<file path="config.mk">
export PLATFORM = sky130hd
export DESIGN_NAME = i2c_ring_shifter
export DESIGN_NICKNAME = d
export VERILOG_FILES = /design/src/rtl/i2c_ring_pkg.sv /design/src/rtl/i2c_line_sync.sv /design/src/rtl/i2c_bit_counter.sv /design/src/rtl/i2c_ring_datapath.sv /design/src/rtl/i2c_ring_shifter.sv
export SDC_FILE = /design/constraint.sdc
export NUM_CORES = 1
export LEC_CHECK = 0
export BUFFER_PORTS_ARGS = -buffer_cell sky130_fd_sc_hd__buf_2
export CORE_UTILIZATION = 45
export CTS_CLUSTER_SIZE = 8
export DETAILED_ROUTE_END_ITERATION = 7
export PLACE_DENSITY = 0.71
export SLEW_MARGIN = 20
export SYNTH_ARGS = -nofsm -noshare
export SYNTH_HDL_FRONTEND = slang
export SYNTH_SLANG_ARGS = --single-unit
</file>
<file path="constraint.sdc">
create_clock -name clk_i -period 1.4 [get_ports clk_i]
set_clock_uncertainty 0.15 [all_clocks]
set_input_delay 0.07 -clock clk_i [delete_from_list [all_inputs] [get_ports clk_i]]
set_output_delay 0.07 -clock clk_i [all_outputs]
set_load 0.01 [all_outputs]
</file>
<file path="src/rtl/i2c_ring_pkg.sv">
package i2c_ring_pkg;
  localparam int unsigned BYTE_W = 8;

  typedef enum logic {
    MODE_RX = 1'b0,
    MODE_TX = 1'b1
  } xfer_mode_e;

  typedef struct packed {
    logic rise;
    logic fall;
  } scl_edge_t;
endpackage

</file>
<file path="src/rtl/i2c_line_sync.sv">
module i2c_line_sync #(
  parameter int unsigned STAGES    = 2,
  parameter logic        RESET_VAL = 1'b1
) (
  input  logic clk_i,
  input  logic rst_ni,
  input  logic line_i,
  output logic line_o
);
  logic [STAGES-1:0] sync_q;

  always_ff @(posedge clk_i or negedge rst_ni) begin
    if (!rst_ni) sync_q <= {STAGES{RESET_VAL}};
    else         sync_q <= {sync_q[STAGES-2:0], line_i};
  end

  assign line_o = sync_q[STAGES-1];
endmodule

</file>
<file path="src/rtl/i2c_bit_counter.sv">
module i2c_bit_counter #(
  parameter int unsigned BYTE_W = 8,
  localparam int unsigned LAST  = BYTE_W + 1,
  localparam int unsigned CNT_W = $clog2(LAST + 1)
) (
  input  logic                     clk_i,
  input  logic                     rst_ni,
  input  logic                     restart_i,
  input  i2c_ring_pkg::scl_edge_t  edge_i,
  output logic [CNT_W-1:0]         cnt_o,
  output logic                     done_o
);
  logic [CNT_W-1:0] cnt_q;
  logic             done_q;
  logic             end_fall;

  assign end_fall = edge_i.fall && (cnt_q == CNT_W'(LAST));

  always_ff @(posedge clk_i or negedge rst_ni) begin
    if (!rst_ni) begin
      cnt_q  <= '0;
      done_q <= 1'b0;
    end else begin
      done_q <= end_fall && !restart_i;
      if (restart_i)                                cnt_q <= '0;
      else if (edge_i.rise && cnt_q < CNT_W'(LAST)) cnt_q <= cnt_q + 1'b1;
      else if (end_fall)                            cnt_q <= '0;
    end
  end

  assign cnt_o  = cnt_q;
  assign done_o = done_q;
endmodule

</file>
<file path="src/rtl/i2c_ring_datapath.sv">
module i2c_ring_datapath #(
  parameter int unsigned BYTE_W = 8,
  localparam int unsigned LAST  = BYTE_W + 1,
  localparam int unsigned CNT_W = $clog2(LAST + 1)
) (
  input  logic                     clk_i,
  input  logic                     rst_ni,
  input  i2c_ring_pkg::scl_edge_t  edge_i,
  input  logic                     sda_i,
  input  i2c_ring_pkg::xfer_mode_e mode_i,
  input  logic                     ack_en_i,
  input  logic                     wr_en_i,
  input  logic [BYTE_W-1:0]        wr_data_i,
  input  logic                     xfer_start_i,
  input  logic [CNT_W-1:0]         cnt_i,
  output logic [BYTE_W-1:0]        byte_o,
  output logic                     ack_o,
  output logic                     line_o,
  output logic                     arb_lost_o
);
  import i2c_ring_pkg::*;

  logic [BYTE_W-1:0] byte_q;
  logic              ack_q;
  logic              line_q;
  logic              arb_q;
  logic              is_tx;
  logic              data_bit;
  logic              arb_hit;
  logic              line_nxt;

  assign is_tx    = (mode_i == MODE_TX);
  assign data_bit = (cnt_i < CNT_W'(BYTE_W));
  assign arb_hit  = is_tx && data_bit && line_q && !sda_i;

  // next latch value on a falling SCL edge
  always_comb begin
    line_nxt = line_q;
    if (cnt_i >= CNT_W'(1) && cnt_i < CNT_W'(BYTE_W))
      line_nxt = (is_tx && !arb_q) ? byte_q[BYTE_W-1] : 1'b1;
    else if (cnt_i == CNT_W'(BYTE_W))
      line_nxt = (is_tx || arb_q) ? 1'b1 : !ack_en_i;
    else if (cnt_i == CNT_W'(LAST))
      line_nxt = 1'b1;
  end

  always_ff @(posedge clk_i or negedge rst_ni) begin
    if (!rst_ni) begin
      byte_q <= '0;
      ack_q  <= 1'b1;
      line_q <= 1'b1;
      arb_q  <= 1'b0;
    end else if (wr_en_i) begin
      byte_q <= wr_data_i;
      line_q <= is_tx ? wr_data_i[BYTE_W-1] : 1'b1;
      arb_q  <= 1'b0;
    end else begin
      if (edge_i.rise) begin
        {byte_q, ack_q} <= {byte_q[BYTE_W-2:0], ack_q, sda_i};
      end
      if (xfer_start_i)                arb_q <= 1'b0;
      else if (edge_i.rise && arb_hit) arb_q <= 1'b1;
      if (edge_i.fall) line_q <= line_nxt;
    end
  end

  assign byte_o     = byte_q;
  assign ack_o      = ack_q;
  assign line_o     = line_q;
  assign arb_lost_o = arb_q;
endmodule

</file>
<file path="src/rtl/i2c_ring_shifter.sv">
module i2c_ring_shifter #(
  parameter int unsigned BYTE_W      = i2c_ring_pkg::BYTE_W,
  parameter int unsigned SYNC_STAGES = 2,
  localparam int unsigned CNT_W      = $clog2(BYTE_W + 2)
) (
  input  logic              clk_i,
  input  logic              rst_ni,
  input  logic              scl_i,
  input  logic              sda_i,
  input  logic              wr_en_i,
  input  logic [BYTE_W-1:0] wr_data_i,
  input  logic              tx_mode_i,
  input  logic              ack_en_i,
  input  logic              xfer_start_i,
  output logic              sda_drive_low_o,
  output logic [BYTE_W-1:0] data_o,
  output logic              ack_flag_o,
  output logic              byte_done_o,
  output logic              arb_lost_o
);
  import i2c_ring_pkg::*;

  localparam int unsigned N_LINES = 2;

  logic [N_LINES-1:0] line_raw;
  logic [N_LINES-1:0] line_sync;
  logic               scl_sync;
  logic               sda_sync;
  logic               scl_prev_q;
  scl_edge_t          scl_edge;
  logic [CNT_W-1:0]   bit_cnt;
  logic               line_q;
  xfer_mode_e         mode;

  assign line_raw = {sda_i, scl_i};

  for (genvar g = 0; g < N_LINES; g++) begin : g_sync
    i2c_line_sync #(
      .STAGES   (SYNC_STAGES),
      .RESET_VAL(1'b1)
    ) u_sync (
      .clk_i (clk_i),
      .rst_ni(rst_ni),
      .line_i(line_raw[g]),
      .line_o(line_sync[g])
    );
  end

  assign scl_sync = line_sync[0];
  assign sda_sync = line_sync[1];

  always_ff @(posedge clk_i or negedge rst_ni) begin
    if (!rst_ni) scl_prev_q <= 1'b1;
    else         scl_prev_q <= scl_sync;
  end

  assign scl_edge.rise = scl_sync && !scl_prev_q;
  assign scl_edge.fall = !scl_sync && scl_prev_q;
  assign mode          = tx_mode_i ? MODE_TX : MODE_RX;

  i2c_bit_counter #(
    .BYTE_W(BYTE_W)
  ) u_cnt (
    .clk_i    (clk_i),
    .rst_ni   (rst_ni),
    .restart_i(wr_en_i || xfer_start_i),
    .edge_i   (scl_edge),
    .cnt_o    (bit_cnt),
    .done_o   (byte_done_o)
  );

  i2c_ring_datapath #(
    .BYTE_W(BYTE_W)
  ) u_dp (
    .clk_i       (clk_i),
    .rst_ni      (rst_ni),
    .edge_i      (scl_edge),
    .sda_i       (sda_sync),
    .mode_i      (mode),
    .ack_en_i    (ack_en_i),
    .wr_en_i     (wr_en_i),
    .wr_data_i   (wr_data_i),
    .xfer_start_i(xfer_start_i),
    .cnt_i       (bit_cnt),
    .byte_o      (data_o),
    .ack_o       (ack_flag_o),
    .line_o      (line_q),
    .arb_lost_o  (arb_lost_o)
  );

  assign sda_drive_low_o = !line_q;
endmodule

</file>
==> run_results.csv <==
group,metric,value,unit
outcome,outcome,"finished with violations",
outcome,violations,"negative setup slack",
floorplanning,chipWidth,50.5,um
clock_network,root_buffer,"clkbuf_4",
clock_network,cts_tree,"done",
floorplanning,fp.dieArea,2550,um2
routing,vias_per_cell,5.05,
flow_run,drv_cap,0,
global_route,grtUsageTotal,21.4,%
routing,drt_iter0_drc,5,
routing,wl_per_cell,13.7,um
power,ir_drop,541,uV
routing,drc,0,
clock_network,cts_buffers,3,
final_layout,layout_common_cells,"27 x buf_2, 13 x dfrtp_1, 11 x dlygate4sd3_1",
timing,rsz0062_at_grt,"yes",
routing,postRouteAntennaNets,0,
global_route,grt_max_degree,22,
routing,wl,2.35,mm
synth,syn_area,1060,um2
routing,vias,869,
synth,synth.net_count,114,
timing,final_max_slew_viol_count,0,
place,io_buffers,27,
clock_network,clkSlewWorstSetupHoldPaths,0.12,ns
place,pre_cts_ws,-0.148,ns
timing,worstMarginPinSlew,0.535,ns
timing,setup_slack,-0.194,ns
power,powerDensity,817,nW/um2
global_route,grt-ovfl-total,0,
routing,drt-pass1-iter-count,2,
place,gp_congestion,0.848,
synth,ys_ff_latch,21,
timing,finalSetupTns,-1.08,ns
final_layout,final_common_cell,"buf_2",
worst_setup_path,worstPathRequired,1.47,ns
worst_setup_path,worstPathArrival,1.67,ns
synth,yosysSeqAreaShare,50.4,%
global_route,grt_pass1_wl,4.00,mm
final_layout,drive_gt1_share,45.8,%
clock_network,htree_levels,1,
timing,min_period,1.59,ns
worst_setup_path,startpoint_type,"register",
power,p_leak,0.677,nW
floorplanning,fp-row-count,17,
clock_network,cts.sinks,21,
synth,syn_area_per_cell,11.2,um2
place,dp_hpwl,1.63,mm
final_layout,synthToLayoutAreaGrowth,41.6,%
timing,fmax,627,MHz
floorplanning,boundaryPins,28,
worst_setup_path,worstSetupEndpointType,"register",
worst_hold_path,hp-class,"primary input to register",
synth,synthCells,95,
floorplanning,die_h,50.5,um
synth,synthDistinctLibCells,33,
worst_setup_path,cp_max_fo,4,
place,dp.cells,155,
final_layout,insertedDiodeCount,0,
clock_network,clock_latency,0.30,ns
worst_setup_path,critical_path_class,"register to register",
clock_network,cts_buffer_depth,2,
final_layout,layout.cells.non_filler,172,
timing,relSlewSlack,64.3,%
synth,synthFlopType,"dfrtp_1",
timing,hold_violations,0,
synth,yosys_warnings,0,
final_layout,final_nets,164,
global_route,grt_pass1_vias,926,
global_route,antenna_found_initial,0,
synth,synth_edf_count,0,
synth,async_flop_share,100,%
floorplanning,core,2210,um2
timing,setup_viol_count_final,15,
floorplanning,start_util,47.9,%
timing,period_share,114,%
==> layout make-up <==
class	count	area (um2)
Fill cell	188	712
Sequential cell	21	536
Multi-Input combinational cell	63	531
Timing Repair Buffer	50	350
Tap cell	28	35.0
Clock buffer	4	26.3
Inverter	6	22.5
==> worst paths after layout <==
| kind | start | endpoint | slack, ns | depth (start not counted) |
|---|---|---|---|---|
| worst max-delay path | scl_prev_q$_DFF_PN1_ | u_dp.line_o$_DFFE_PN1P_ | -0.19 | 3 |
| worst min-delay path | wr_en_i | u_dp.line_o$_DFFE_PN1P_ | 0.002 | 4 |
| worst max register to register | scl_prev_q$_DFF_PN1_ | u_dp.line_o$_DFFE_PN1P_ | -0.19 | 3 |
| worst min register to register | g_sync[0].u_sync.sync_q[0]$_DFF_PN1_ | g_sync[0].u_sync.sync_q[1]$_DFF_PN1_ | 0.22 | 0 |
| max in group asynchronous | rst_ni | g_sync[0].u_sync.sync_q[1]$_DFF_PN1_ | 0.66 | 2 |
| min in group asynchronous | rst_ni | u_cnt.cnt_o[3]$_DFFE_PN0P_ | 0.10 | 2 |
==> cell usage after synthesis, types with 2 or more instances <==
| library cell | n | area, um2 |
|---|---|---|
| a21oi_1 | 4 | 20.0 |
| a31o_1 | 2 | 17.5 |
| buf_2 | 3 | 15.0 |
| dfrtp_1 | 14 | 350 |
| dfstp_2 | 7 | 184 |
| ha_1 | 3 | 37.5 |
| inv_1 | 6 | 22.5 |
| mux2i_1 | 9 | 90.1 |
| nand2_1 | 10 | 37.5 |
| nor2_1 | 4 | 15.0 |
| nor2b_1 | 2 | 12.5 |
| o21ai_0 | 9 | 45.0 |
| o22ai_1 | 2 | 12.5 |
==> metrics by stage <==
step                hold WS, ns  utilization [%]  cell area (um2)  power [mW]
floorplan                -0.376                -             1080       0.804
global placement         -0.104             58.5             1290       0.900
detailed placement       -0.108             58.5             1290       0.905
CTS                     0.00210             66.3             1470        1.22
global route            0.00940             67.8             1500        1.28
finish                  0.00191             67.8             1500        1.23
==> cell families after synthesis <==
logic type	synth area share, %
mux	9.56
flops	50.4
buf+inv	4.60
fa+ha+maj	3.54
simple gates	14.4
compound gates	17.5
==> timing repair <==
item                       CTS  global route
resized for setup            7            13
buffers inserted             1             1
hold endpoints to repair    32             0
setup endpoints to repair   14            15
hold buffers                11             0
gates cloned                 0             0
pin swaps                    2             1
==> sequential cells by signal, indices dropped and copies added (netlist names) <==
name / count
u_dp.byte_o: 8
g_sync.u_sync.sync_q: 4
u_cnt.cnt_o: 4
scl_prev_q: 1
u_cnt.done_o: 1
u_dp.ack_o: 1
u_dp.arb_lost_o: 1
u_dp.line_o: 1
==> worst max-delay path, stage by stage (launching register included) <==
cell and delay, ns:
dfstp_2 0.58, or3b_1 0.36, a221oi_2 0.20, mux2i_1 0.24
==> power breakdown <==
group          switching, mW  internal [mW]  total, mW  leakage, nW
clock network          0.179          0.111      0.289       0.0150
registers             0.0319          0.659      0.691        0.253
logic                  0.117          0.127      0.244        0.409
total                  0.327          0.898       1.23        0.677
==> metal layers <==
layer  vias up  routed length [um]  GRT usage, %
li1        434                   -             -
met1       415                1050          25.3
met2        18                1220          38.0
met3         2                  65          3.94
met4         0                  14          8.33
met5         -                   0             0
(Power assumes the default switching activity.)
